### src/rtl/trace_seq_pkg.sv
package trace_seq_pkg;

    localparam int KIND_W = 8;
    localparam int ADDR_W = 16;
    localparam int DATA_W = 32;

    localparam logic [KIND_W-1:0] KIND_RD_UP = 8'h52;
    localparam logic [KIND_W-1:0] KIND_RD_LO = 8'h72;
    localparam logic [KIND_W-1:0] KIND_WR_UP = 8'h57;
    localparam logic [KIND_W-1:0] KIND_WR_LO = 8'h77;

    typedef struct packed {
        logic [KIND_W-1:0] kind;
        logic [ADDR_W-1:0] addr;
        logic [DATA_W-1:0] data;
    } trace_entry_t;

    typedef enum logic [1:0] {
        OP_END   = 2'd0,
        OP_READ  = 2'd1,
        OP_WRITE = 2'd2
    } trace_op_e;

    typedef enum logic [1:0] {
        ST_IDLE = 2'd0,
        ST_RUN  = 2'd1,
        ST_FIN  = 2'd2
    } seq_state_e;

    function automatic trace_op_e classify_kind(input logic [KIND_W-1:0] k);
        trace_op_e op;
        case (k)
            KIND_RD_UP, KIND_RD_LO: op = OP_READ;
            KIND_WR_UP, KIND_WR_LO: op = OP_WRITE;
            default:                op = OP_END;
        endcase
        return op;
    endfunction

endpackage

### src/rtl/trace_list_mem.sv
module trace_list_mem
    import trace_seq_pkg::*;
#(
    parameter int DEPTH = 16,
    localparam int IDX_W = (DEPTH > 1) ? $clog2(DEPTH) : 1
) (
    input  logic              clk,
    input  logic              rst,
    input  logic              wr_en,
    input  logic [IDX_W-1:0]  wr_idx,
    input  trace_entry_t      wr_entry,
    input  logic [IDX_W-1:0]  rd_idx,
    output trace_entry_t      rd_entry
);

    trace_entry_t slots [DEPTH];

    always_ff @(posedge clk) begin
        if (rst) begin
            for (int i = 0; i < DEPTH; i++) begin
                slots[i] <= '0;
            end
        end else if (wr_en) begin
            slots[wr_idx] <= wr_entry;
        end
    end

    always_comb begin
        rd_entry = slots[rd_idx];
    end

endmodule

### src/rtl/trace_kind_decode.sv
module trace_kind_decode
    import trace_seq_pkg::*;
(
    input  logic [KIND_W-1:0] kind,
    input  logic              in_range,
    output trace_op_e         op,
    output logic              is_write
);

    always_comb begin
        if (in_range) begin
            op = classify_kind(kind);
        end else begin
            op = OP_END;
        end
        is_write = (op == OP_WRITE);
    end

endmodule

### src/rtl/trace_seq_ctrl.sv
module trace_seq_ctrl
    import trace_seq_pkg::*;
#(
    parameter int DEPTH = 16,
    localparam int IDX_W = (DEPTH > 1) ? $clog2(DEPTH) : 1
) (
    input  logic            clk,
    input  logic            rst,
    input  logic            start,
    input  logic            resp_valid,
    input  trace_op_e       cur_op,
    output logic [IDX_W:0]  idx,
    output logic            req_valid,
    output logic            load_ok,
    output logic            done_pulse,
    output logic            finished
);

    localparam logic [IDX_W:0] LAST_IDX = (IDX_W+1)'(DEPTH);

    seq_state_e state;

    always_comb begin
        req_valid = (state == ST_RUN) && (cur_op != OP_END);
        load_ok   = (state == ST_IDLE);
        finished  = (state == ST_FIN);
    end

    always_ff @(posedge clk) begin
        if (rst) begin
            state      <= ST_IDLE;
            idx        <= '0;
            done_pulse <= 1'b0;
        end else begin
            done_pulse <= 1'b0;
            case (state)
                ST_IDLE: begin
                    if (start) begin
                        idx   <= '0;
                        state <= ST_RUN;
                    end
                end
                ST_RUN: begin
                    if (cur_op == OP_END) begin
                        state      <= ST_FIN;
                        done_pulse <= 1'b1;
                    end else if (resp_valid) begin
                        idx <= idx + 1'b1;
                    end
                end
                ST_FIN: begin
                    state <= ST_FIN;
                end
                default: begin
                    state <= ST_IDLE;
                end
            endcase
        end
    end

    AST_REQ_HOLD: assert property (@(posedge clk) disable iff (rst)
        req_valid && !resp_valid |=> req_valid && $stable(idx));

    AST_ADVANCE_ONE: assert property (@(posedge clk) disable iff (rst)
        req_valid && resp_valid |=> idx == $past(idx) + 1'b1);

    AST_DONE_SINGLE: assert property (@(posedge clk) disable iff (rst)
        done_pulse |=> !done_pulse);

    AST_FIN_STICKY: assert property (@(posedge clk) disable iff (rst)
        finished |=> finished && !req_valid);

    AST_FIN_NO_LOAD: assert property (@(posedge clk) disable iff (rst)
        finished |-> !load_ok);

    AST_IDX_BOUND: assert property (@(posedge clk) disable iff (rst)
        idx <= LAST_IDX);

endmodule

### src/rtl/trace_seq_top.sv
module trace_seq_top
    import trace_seq_pkg::*;
#(
    parameter int DEPTH = 16,
    localparam int IDX_W = (DEPTH > 1) ? $clog2(DEPTH) : 1
) (
    input  logic              clk,
    input  logic              rst,
    input  logic              start,
    input  logic              load_en,
    input  logic [IDX_W-1:0]  load_idx,
    input  logic [KIND_W-1:0] load_kind,
    input  logic [ADDR_W-1:0] load_addr,
    input  logic [DATA_W-1:0] load_data,
    input  logic              resp_valid,
    output logic              req_valid,
    output logic              req_write,
    output logic [ADDR_W-1:0] req_addr,
    output logic [DATA_W-1:0] req_data,
    output logic              done_pulse,
    output logic              finished
);

    localparam logic [IDX_W:0] LAST_IDX = (IDX_W+1)'(DEPTH);

    trace_entry_t     wr_entry;
    trace_entry_t     cur_entry;
    logic [IDX_W:0]   idx;
    logic             load_ok;
    logic             in_range;
    trace_op_e        cur_op;

    always_comb begin
        wr_entry.kind = load_kind;
        wr_entry.addr = load_addr;
        wr_entry.data = load_data;
        in_range      = (idx < LAST_IDX);
        req_addr      = cur_entry.addr;
        req_data      = cur_entry.data;
    end

    trace_list_mem #(.DEPTH(DEPTH)) u_mem (
        .clk      (clk),
        .rst      (rst),
        .wr_en    (load_en && load_ok),
        .wr_idx   (load_idx),
        .wr_entry (wr_entry),
        .rd_idx   (idx[IDX_W-1:0]),
        .rd_entry (cur_entry)
    );

    trace_kind_decode u_dec (
        .kind     (cur_entry.kind),
        .in_range (in_range),
        .op       (cur_op),
        .is_write (req_write)
    );

    trace_seq_ctrl #(.DEPTH(DEPTH)) u_ctrl (
        .clk        (clk),
        .rst        (rst),
        .start      (start),
        .resp_valid (resp_valid),
        .cur_op     (cur_op),
        .idx        (idx),
        .req_valid  (req_valid),
        .load_ok    (load_ok),
        .done_pulse (done_pulse),
        .finished   (finished)
    );

    AST_FIELDS_HELD: assert property (@(posedge clk) disable iff (rst)
        req_valid && !resp_valid |=> $stable(req_addr) && $stable(req_data)
                                     && $stable(req_write));

    AST_NO_REQ_BEFORE_RUN: assert property (@(posedge clk) disable iff (rst)
        load_ok |-> !req_valid && !done_pulse);

endmodule

### config.mk
export PLATFORM = sky130hd
export DESIGN_NAME = trace_seq_top
export DESIGN_NICKNAME = d
export VERILOG_FILES = /design/src/rtl/trace_seq_pkg.sv /design/src/rtl/trace_list_mem.sv /design/src/rtl/trace_kind_decode.sv /design/src/rtl/trace_seq_ctrl.sv /design/src/rtl/trace_seq_top.sv
export SDC_FILE = /design/constraint.sdc
export NUM_CORES = 1
export LEC_CHECK = 0
export BUFFER_PORTS_ARGS = -buffer_cell sky130_fd_sc_hd__buf_2
export CORE_MARGIN = 2
export CORE_UTILIZATION = 61
export CTS_CLUSTER_DIAMETER = 120
export DETAILED_ROUTE_END_ITERATION = 10
export PLACE_DENSITY = 0.74
export SLEW_MARGIN = 20
export SYNTH_ARGS = -nofsm -noshare
export SYNTH_HDL_FRONTEND = slang
export SYNTH_HIERARCHICAL = 1
export SYNTH_SLANG_ARGS = --single-unit
### constraint.sdc
create_clock -name clk -period 9 [get_ports clk]
set_input_delay 0 -clock clk [delete_from_list [all_inputs] [get_ports clk]]
set_output_delay 0 -clock clk [all_outputs]
set_load 0.005 [all_outputs]
======== Word level (Yosys, flattened, before mapping) ========
Memory sizes are Yosys's and may differ from the RTL's. A register that Yosys moved wholly into a read port is not among the register bits.
Index checks and enable logic that the tools add are counted.
operators by class
  mux-type cells .......................... 20
  magnitude comparators ................... 1
  bitwise operators ....................... 1
  equality and inequality tests ........... 11
  reduce and logical (&&, ||, !) cells .... 12
  $add $sub $neg .......................... 1
operator list
  cell                                                             number
  56-bit 2-to-1 mux                                                1
  56-bit OR reduction                                              1
  8-bit by 7-bit == test with 1-bit output, second input constant  4
  5-bit 2-to-1 mux                                                 3
  4-bit 2-to-1 mux                                                 3
  5-bit case mux with 2 select lines                               1
  2-bit != test, second input constant                             4
  1-bit 2-to-1 mux                                                 7
  2-bit 2-to-1 mux                                                 3
  2-bit case mux with 3 select lines                               1
  2-bit OR reduction                                               3
  5-bit by 1-bit adder with 5-bit output, second input constant    1
  5-bit less-than comparator, second input constant                1
  2-bit == test, second input constant                             2
  2-bit zero test                                                  2
  2-bit case mux with 2 select lines                               1
  4-bit AND reduction                                              1
  2-bit nonzero test                                               2
  2-bit by 1-bit == test with 1-bit output, second input constant  1
  1-bit logical AND                                                2
  2-bit AND reduction                                              1
  1-bit NOT                                                        1
storage, ports and cells
  flip-flop bits (word level) ............. 8
  memories ................................ 1
  memory bits (writable) .................. 896
  output and inout port bits .............. 52
  logic and storage cells ................. 50
memories
  memory       words  bits a word  rd ports  clocked after Yosys merged registers in  wr ports  line                  text
  u_mem.slots  16     56           1         1                                        16        trace_list_mem.sv:16  trace_entry_t slots [DEPTH];

======== Longest topological paths before layout ========
Gate-level depths: netlist (run 1).
  depth in word-level cells ............... 9
  gate-level depth with buffers ........... 12

======== Hierarchy ========
The synthesis (run 1) kept the hierarchy.
modules (own cells, without submodules)
  module             cells each  times used  area each (µm²)  seq. area each (µm²)
  trace_list_mem     2455        1           40023.4          26905.8
  trace_seq_ctrl     52          1           481.7            160.2
  trace_kind_decode  6           1           58.8             0.0
  trace_seq_top      2           1           10.0             0.0

======== Worst setup path after synthesis (run 1) ========
OpenSTA, ideal clock, no wires.
  path type ............................... reg2reg
  from .................................... register u_ctrl.idx[0]
  to ...................................... register u_ctrl.idx[4]
  required time ........................... 8930 ps
  setup slack ............................. 5983 ps
  arrival time ............................ 2947 ps
  cell stages (with the launch flop) ...... 13
  path buffers ............................ 3
  library setup time ...................... 70 ps
  cells stage by stage .................... dfxtp_1 buf_2 buf_6 buf_4 mux4_2 a22oi_1 nand2_1 nand4b_4 nor4_2 o211a_4 o21ai_2 or4_1 a21oi_1
on the way
  cells in the longest elaborated chain, start to end .. 5
  elaborated cells between the ends (all ways) .. 9
ends and longest elaborated chain
  what                                  line                     text
  from (decl)                           trace_seq_ctrl.sv:12     output logic [IDX_W:0] idx,
  from (signal assigned)                trace_seq_ctrl.sv:48     idx <= idx + 1'b1;
  5-bit less-than comparator            trace_seq_top.sv:37      in_range = (idx < LAST_IDX);
  2-bit 2-to-1 mux                      trace_kind_decode.sv:11  if (in_range) begin
  via cur_op[0]                         trace_seq_top.sv:31      trace_op_e cur_op;
  2-bit zero test                       trace_seq_ctrl.sv:44     if (cur_op == OP_END) begin
  2-bit != test (no source line)        n/a
  4-bit AND reduction (no source line)  n/a
The timed path passes the listed nets, and every way through them passes these cells. The select of a mux whose other input is x is not followed.
A chain may end at the register's enable or synchronous reset.

======== Worst setup path in the final report (run 1) ========
  from .................................... register u_ctrl.idx[1]
  to ...................................... register u_ctrl.idx[2]
Same word-level chain as after synthesis.

==> impl_metrics.env, run 1 <==
export IMPL_outcome="finished, final reports clean"
export IMPL_ant_nets=0
export IMPL_syn_cell_area_mm2=0.03988
export IMPL_die_x_um=259.7
export IMPL_rr_worst_depth=12
export IMPL_timing_rr_end="u_ctrl/idx[2]$_SDFFE_PP0P_"
export IMPL_cts_max_path_buffers=3
export IMPL_first_pass_iters=5
export IMPL_synth_cells=2475
export IMPL_dpl_instance_area_mm2=0.04087
export IMPL_crit_path_cell_trace="buf_12 -> mux4_2 -> a22oi_1 -> nand2_1 -> nand4b_4 -> nor4_2 -> o211a_4 -> a21oi_1 -> o21ai_0 -> dlygate4sd3_1 -> a21oi_1 -> dlygate4sd3_1"
export IMPL_port_buffers=115
export IMPL_wl_per_cell_um=27.83
export IMPL_htree_num_levels=3
export IMPL_wire_length_of_the_first_global_routing_pass_um=143800
export IMPL_tritoncts_num_sinks=888
export IMPL_final_area_mm2=0.04427
export IMPL_timing_worst_setup_path_type="reg -> reg"
export IMPL_power_switching_share_pct=22.86
export IMPL_drt_wl_total_um=96790
export IMPL_initialDrtViolationCount=2757
export IMPL_power_mw=9.502
export IMPL_total_leakage_power_nw=15.98
export IMPL_timing_critical_path_slowest_stage_cell="dfxtp_4"
export IMPL_finalClockSkew_ns=0.02095
export IMPL_timing_critical_path_from_type="flop"
export IMPL_min_path_cells=3
export IMPL_clk_pin_slew_worst_paths_ns=0.06
export IMPL_combinational_group_share_of_total_power_pct=11.6
export IMPL_place_ws_ns=4.676
export IMPL_worst_slack_ns=3.908
export IMPL_worstSkewPairLatency_ns=0.63
export IMPL_layout_overhead_on_the_synthesized_area_pct=11.02
export IMPL_period_needed_ns=5.092
export IMPL_post_cts_buffers=0
export IMPL_power_internal_mw=7.330
export IMPL_power_per_cell_area_mw_per_mm2=214.6
export IMPL_setup_violations=0
export IMPL_vias_per_cell=6.319
export IMPL_drive_gt1_share_pct=20.47
export IMPL_finalCritPeriodShare_pct=56.58
export IMPL_max_freq_mhz=196.4
export IMPL_multi_input_comb_area_mm2=0.01230
export IMPL_unrepaired_setup_endpoints_after_global_routing="no"
export IMPL_start_util_pct=61.75
export IMPL_core_area_mm2=0.06458
export IMPL_layout_nets=2624
export IMPL_share_of_the_core_filled_with_cells_in_the_final_layout_pct=68.56
export IMPL_die_h_um=259.7
export IMPL_final_max_slew_violation_count=0
export IMPL_final_hold_violation_count=0
export IMPL_hold_path_endpoint="u_mem/slots[4][11]$_SDFFCE_PN0P_"
export IMPL_grt_pass1_vias=23038
export IMPL_via_count=21976
export IMPL_cp_slowest_stage_delay_ns=0.94
export IMPL_number_of_buffers_created_by_cts=89
export IMPL_power_switching_mw=2.172
export IMPL_clock_root_buffer_master="clkbuf_16"
export IMPL_largest_net_degree_at_the_start_of_global_routing=173
export IMPL_die_area_mm2=0.06744
export IMPL_regToRegStartpoint="u_ctrl/idx[1]$_SDFFE_PP0P_"
export IMPL_ys_warnings_count=6
export IMPL_relSlewSlack_pct=24.52
export IMPL_globalplace_congestion=0.7042
export IMPL_reg2reg_slack_ns=3.91
export IMPL_dp_wirelength_um=44550
export IMPL_synth_nets=2546
export IMPL_min_path_type="in -> reg"
export IMPL_grt_remaining_overflow=0
export IMPL_pwr_share_seq_pct=50.7
export IMPL_layout_filler_cells=4203
export IMPL_grt_antenna_before_repair=5
export IMPL_fin_tns_setup_ns=0
export IMPL_grtUsageTotal_pct=29.46
export IMPL_power_clock_fraction_pct=37.7
export IMPL_min_delay_start="load_idx[1]"
export IMPL_cts_tree="built"
export IMPL_required_ns=9.52
export IMPL_timing_critical_path_arrival_ns=5.61
export IMPL_route_detailed_drc=0
export IMPL_end_kind="flop"
export IMPL_synth_area_per_cell_um2=16.11
export IMPL_fp_row_count=93
export IMPL_irDropWorstVdd_v=0.0001533
export IMPL_sequential_standard_cell_area_mm2=0.02659
export IMPL_num_antenna_cells=0
export IMPL_max_slew_worst_pin_slew_ns=1.132
export IMPL_worst_path_max_fanout=172
export IMPL_max_cap_violations=0
export IMPL_design_portCount=117
[power by group through the flow]
stage / logic (mW) / clock network (mW) / registers, mW
CTS: 1.12 / 3.63 / 4.82
global route: 1.18 / 3.79 / 4.84
floorplan: 0.848 / 0 / 4.85
finish: 1.10 / 3.58 / 4.82
global placement: 1.07 / 0 / 4.89
detailed placement: 1.09 / 0 / 4.91
[registers in the layout, summed over array words and instances (netlist names)]
| register | cells |
|---|---|
| u_ctrl/idx | 5 |
| u_ctrl/done_pulse | 1 |
| u_mem/slots | 880 |
| u_ctrl/state | 2 |
[stage by stage]
stage               cells  hold WS [ns]
floorplan            2475        0.1839
global placement     3256        0.3868
detailed placement   3256        0.3806
CTS                  3478        0.1374
global route         3478        0.1834
finish               3478        0.1760
[cell type report]
class | instances | area share [%]
timing repair buffer | 215 | 3.397
sequential | 888 | 60.07
tap | 855 | 2.416
clock buffer | 104 | 5.254
clock inverter | 57 | 1.048
multi-input combinational | 1354 | 27.78
inverter | 5 | 0.04239
[what timing repair did]
action,4_1_cts,5_1_grt
hold buffers,61,0
hold endpoints to repair,888,0
gates resized for setup,0,0
[critical path, delay by kind of cell (launching register included)]
kind	cells	cell delay, ns
buf+inv	3	2.03
flops	1	0.94
simple gates	3	0.77
compound gates	5	0.73
mux	1	0.42
[per-layer routing]
| layer | global-route usage (%) | up-vias | share of wire (%) |
|---|---|---|---|
| li1 | - | 9306 | - |
| met2 | 49.59 | 1098 | 50 |
| met1 | 40.43 | 11377 | 38 |
| met4 | 8.254 | 0 | 2.5 |
| met3 | 4.669 | 195 | 9.0 |
| met5 | 0 | - | 0 |
[worst max-delay path by stage]
stage,end,startpoint,slack (ns)
after floorplan,u_ctrl/idx[4]$_SDFFE_PP0P_,u_ctrl/idx[0]$_SDFFE_PP0P_,6.00
after global placement,u_ctrl/idx[4]$_SDFFE_PP0P_,u_ctrl/idx[1]$_SDFFE_PP0P_,4.75
after detailed placement,u_ctrl/idx[4]$_SDFFE_PP0P_,u_ctrl/idx[1]$_SDFFE_PP0P_,4.68
after CTS,u_ctrl/idx[2]$_SDFFE_PP0P_,u_ctrl/idx[1]$_SDFFE_PP0P_,3.95
after global routing,u_ctrl/idx[2]$_SDFFE_PP0P_,u_ctrl/idx[1]$_SDFFE_PP0P_,3.76
final,u_ctrl/idx[2]$_SDFFE_PP0P_,u_ctrl/idx[1]$_SDFFE_PP0P_,3.91
[cell usage in the layout, fill, tap and decap left out, types with 3 or more instances in the layout]
cell type      count
a21oi_1            5
a22oi_1          110
and2_1           882
buf_2            115
buf_4             37
bufinv_16          8
clkbuf_1          13
clkbuf_16         91
clkinv_1          31
clkinv_2          14
dfxtp_1            6
dlygate4sd3_1     61
edfxtp_1         880
ha_1               6
inv_1              5
inv_6              3
mux4_2           220
nand2_1           60
nand2b_1           4
nand3_1            3
nor2_1             4
nor2_4            13
nor3_2             3
or2_4             16
Power figures use the tool's default switching activity.
==> run 2, diff against run 1 <==
==> constraint.sdc (replaced) <==
create_clock -name clk -period 4.83 [get_ports clk]
set_input_delay 0 -clock clk [delete_from_list [all_inputs] [get_ports clk]]
set_output_delay 0 -clock clk [all_outputs]
set_load 0.005 [all_outputs]
==> run 2 against run 1 <==
Against the previous run:
- total power increased by 88%
- cell area increased by 0.62%
- clock power rose by 91%
- global-route usage rose by 0.15 points
- core utilization grew 0.42 points
- final cell count rose by 0.69%
- worst setup slack worse by 3.4 ns
- combinational power is 90% higher
- largest power group unchanged
- highest routed layer unchanged
==> impl_metrics.env, run 2 (synthesized netlist as in run 1, its figures left out) <==
export IMPL_timing_critical_path_from_type="flop"
export IMPL_min_path_type="in -> reg"
export IMPL_design_portCount=117
export IMPL_die_area_mm2=0.06744
export IMPL_largest_register_ffs=880
export IMPL_initialDrtViolationCount=2404
export IMPL_dp_wirelength_um=47800
export IMPL_vias_per_cell=6.294
export IMPL_cp_slowest_stage_delay_ns=0.71
export IMPL_irDropWorstVdd_v=0.0003448
export IMPL_layout_overhead_on_the_synthesized_area_pct=11.70
export IMPL_largest_net_degree_at_the_start_of_global_routing=70
export IMPL_timing_critical_path_slowest_stage_cell="nor2b_4"
export IMPL_max_slew_worst_pin_slew_ns=1.125
export IMPL_cts_tree="built"
export IMPL_unrepaired_setup_endpoints_after_global_routing="no"
export IMPL_tritoncts_num_sinks=888
export IMPL_route_detailed_drc=0
export IMPL_clock_root_buffer_master="clkbuf_16"
export IMPL_globalplace_congestion=0.7489
export IMPL_core_area_mm2=0.06458
export IMPL_total_leakage_power_nw=16.13
export IMPL_top_library_cells_by_usage_in_the_layout_fill_and_taps_aside="and2_1 (882), edfxtp_1 (880), mux4_2 (220), buf_2 (115), a22oi_1 (110)"
export IMPL_first_pass_iters=7
export IMPL_worst_path_max_fanout=37
export IMPL_htree_num_levels=3
export IMPL_timing_critical_path_arrival_ns=4.87
export IMPL_timing_worst_setup_path_type="reg -> reg"
export IMPL_combinational_group_share_of_total_power_pct=11.7
export IMPL_wire_length_of_the_first_global_routing_pass_um=144800
export IMPL_fin_tns_setup_ns=0
export IMPL_setup_violations=0
export IMPL_worstSkewPairLatency_ns=0.64
export IMPL_port_buffers=115
export IMPL_period_needed_ns=4.287
export IMPL_power_clock_fraction_pct=38.2
export IMPL_via_count=22043
export IMPL_layout_cells_most_common="and2_1"
export IMPL_max_freq_mhz=233.3
export IMPL_start_util_pct=61.75
export IMPL_top_regs="u_mem/slots: 880 flops, u_ctrl/idx: 5 flops, u_ctrl/state: 2 flops"
export IMPL_number_of_buffers_created_by_cts=89
export IMPL_relSlewSlack_pct=24.98
export IMPL_cts_max_path_buffers=3
export IMPL_max_cap_violations=0
export IMPL_clk_pin_slew_worst_paths_ns=0.06
export IMPL_required_ns=5.41
export IMPL_grt_pass1_vias=23174
export IMPL_power_internal_mw=13.80
export IMPL_die_x_um=259.7
export IMPL_crit_path_cell_trace="nor2b_4 -> buf_4 -> a22oi_1 -> nand2_1 -> nand4b_1 -> nor2_1 -> o211a_4 -> a21oi_1 -> o21ai_0 -> dlygate4sd3_1 -> a21oi_1 -> dlygate4sd3_1"
export IMPL_grt_antenna_before_repair=1
export IMPL_end_kind="flop"
export IMPL_wl_per_cell_um=27.87
export IMPL_outcome="finished, final reports clean"
export IMPL_final_max_slew_violation_count=0
export IMPL_fp_row_count=93
export IMPL_pwr_share_seq_pct=50.1
export IMPL_finalCritPeriodShare_pct=88.76
export IMPL_drt_wl_total_um=97590
export IMPL_die_h_um=259.7
export IMPL_power_per_cell_area_mw_per_mm2=402.0
export IMPL_power_switching_share_pct=22.94
export IMPL_finalClockSkew_ns=0.02352
export IMPL_grtUsageTotal_pct=29.61
export IMPL_layout_filler_cells=4257
export IMPL_power_mw=17.91
export IMPL_top_register="u_mem/slots"
export IMPL_grt_remaining_overflow=0
export IMPL_layout_nets=2641
export IMPL_ant_nets=0
export IMPL_drive_gt1_share_pct=21.17
export IMPL_power_switching_mw=4.108
export IMPL_final_hold_violation_count=0
[run 2: through the flow]
stage / hold slack [ns] / utilization (%) / area [um2] / std cells / setup slack, ns
after floorplan: 0.1839 / - / 39880 / 2475 / 1.827
after global placement: 0.3794 / 63.40 / 40950 / 3269 / 1.309
after detailed placement: 0.3871 / 63.40 / 40950 / 3269 / 1.320
after CTS: 0.2376 / 68.85 / 44460 / 3496 / 0.4890
after global routing: 0.2564 / 68.97 / 44540 / 3501 / 0.3545
final: 0.2766 / 68.98 / 44550 / 3502 / 0.5430
[run 2: per-layer routing]
metal / up-vias / track usage (%) / part of all wire, %
met4: 0 / 9.898 / 2.9
met5: - / 0 / 0
met3: 199 / 5.341 / 8.2
li1: 9339 / - / -
met2: 1058 / 48.84 / 49
met1: 11447 / 40.41 / 40
[run 2: layout make-up]
type | instances | area (um2) | share of cell area (%)
inverters | 5 | 18.77 | 0.04213
clock buffers | 105 | 2330 | 5.230
multi-input cells | 1354 | 12300 | 27.61
repair buffers | 232 | 1657 | 3.719
well taps | 855 | 1070 | 2.401
diodes | 2 | 5.005 | 0.01124
clock inverters | 61 | 575.6 | 1.292
flip-flops and latches | 888 | 26590 | 59.70
[run 2: repair_timing]
item | CTS | global route
hold buffers | 61 | 0
resized for setup | 0 | 0
endpoints found under the hold margin | 888 | 0
setup buffers | 0 | 0
[run 2: final timing paths]
check / from / to / slack (ns) / cells after the start
setup reg to reg: u_ctrl/idx[3]$_SDFFE_PP0P_ / u_ctrl/idx[2]$_SDFFE_PP0P_ / 0.54 / 12
hold reg to reg: u_ctrl/idx[4]$_SDFFE_PP0P_ / u_ctrl/idx[4]$_SDFFE_PP0P_ / 0.52 / 2
hold / removal: load_idx[1] / u_mem/slots[0][13]$_SDFFCE_PN0P_ / 0.28 / 3
setup / recovery: u_ctrl/idx[3]$_SDFFE_PP0P_ / u_ctrl/idx[2]$_SDFFE_PP0P_ / 0.54 / 12
[run 2: worst max-delay path, delay by kind of cell, from the launching register on]
family	cells	cell delay [ns]
AND/OR/NAND/NOR	4	1.11
flip-flops	1	0.53
buffers and inverters	3	1.79
AO/OA/AOI/OAI	5	0.77
[run 2: power groups by stage]
| stage | registers, mW | logic [mW] | clock network [mW] |
|---|---|---|---|
| detailed placement | 9.14 | 2.06 | 0 |
| finish | 8.97 | 2.09 | 6.84 |
| global placement | 9.11 | 2.02 | 0 |
| CTS | 8.98 | 2.10 | 6.94 |
| floorplan | 9.04 | 1.58 | 0 |
| global route | 9.01 | 2.25 | 7.22 |
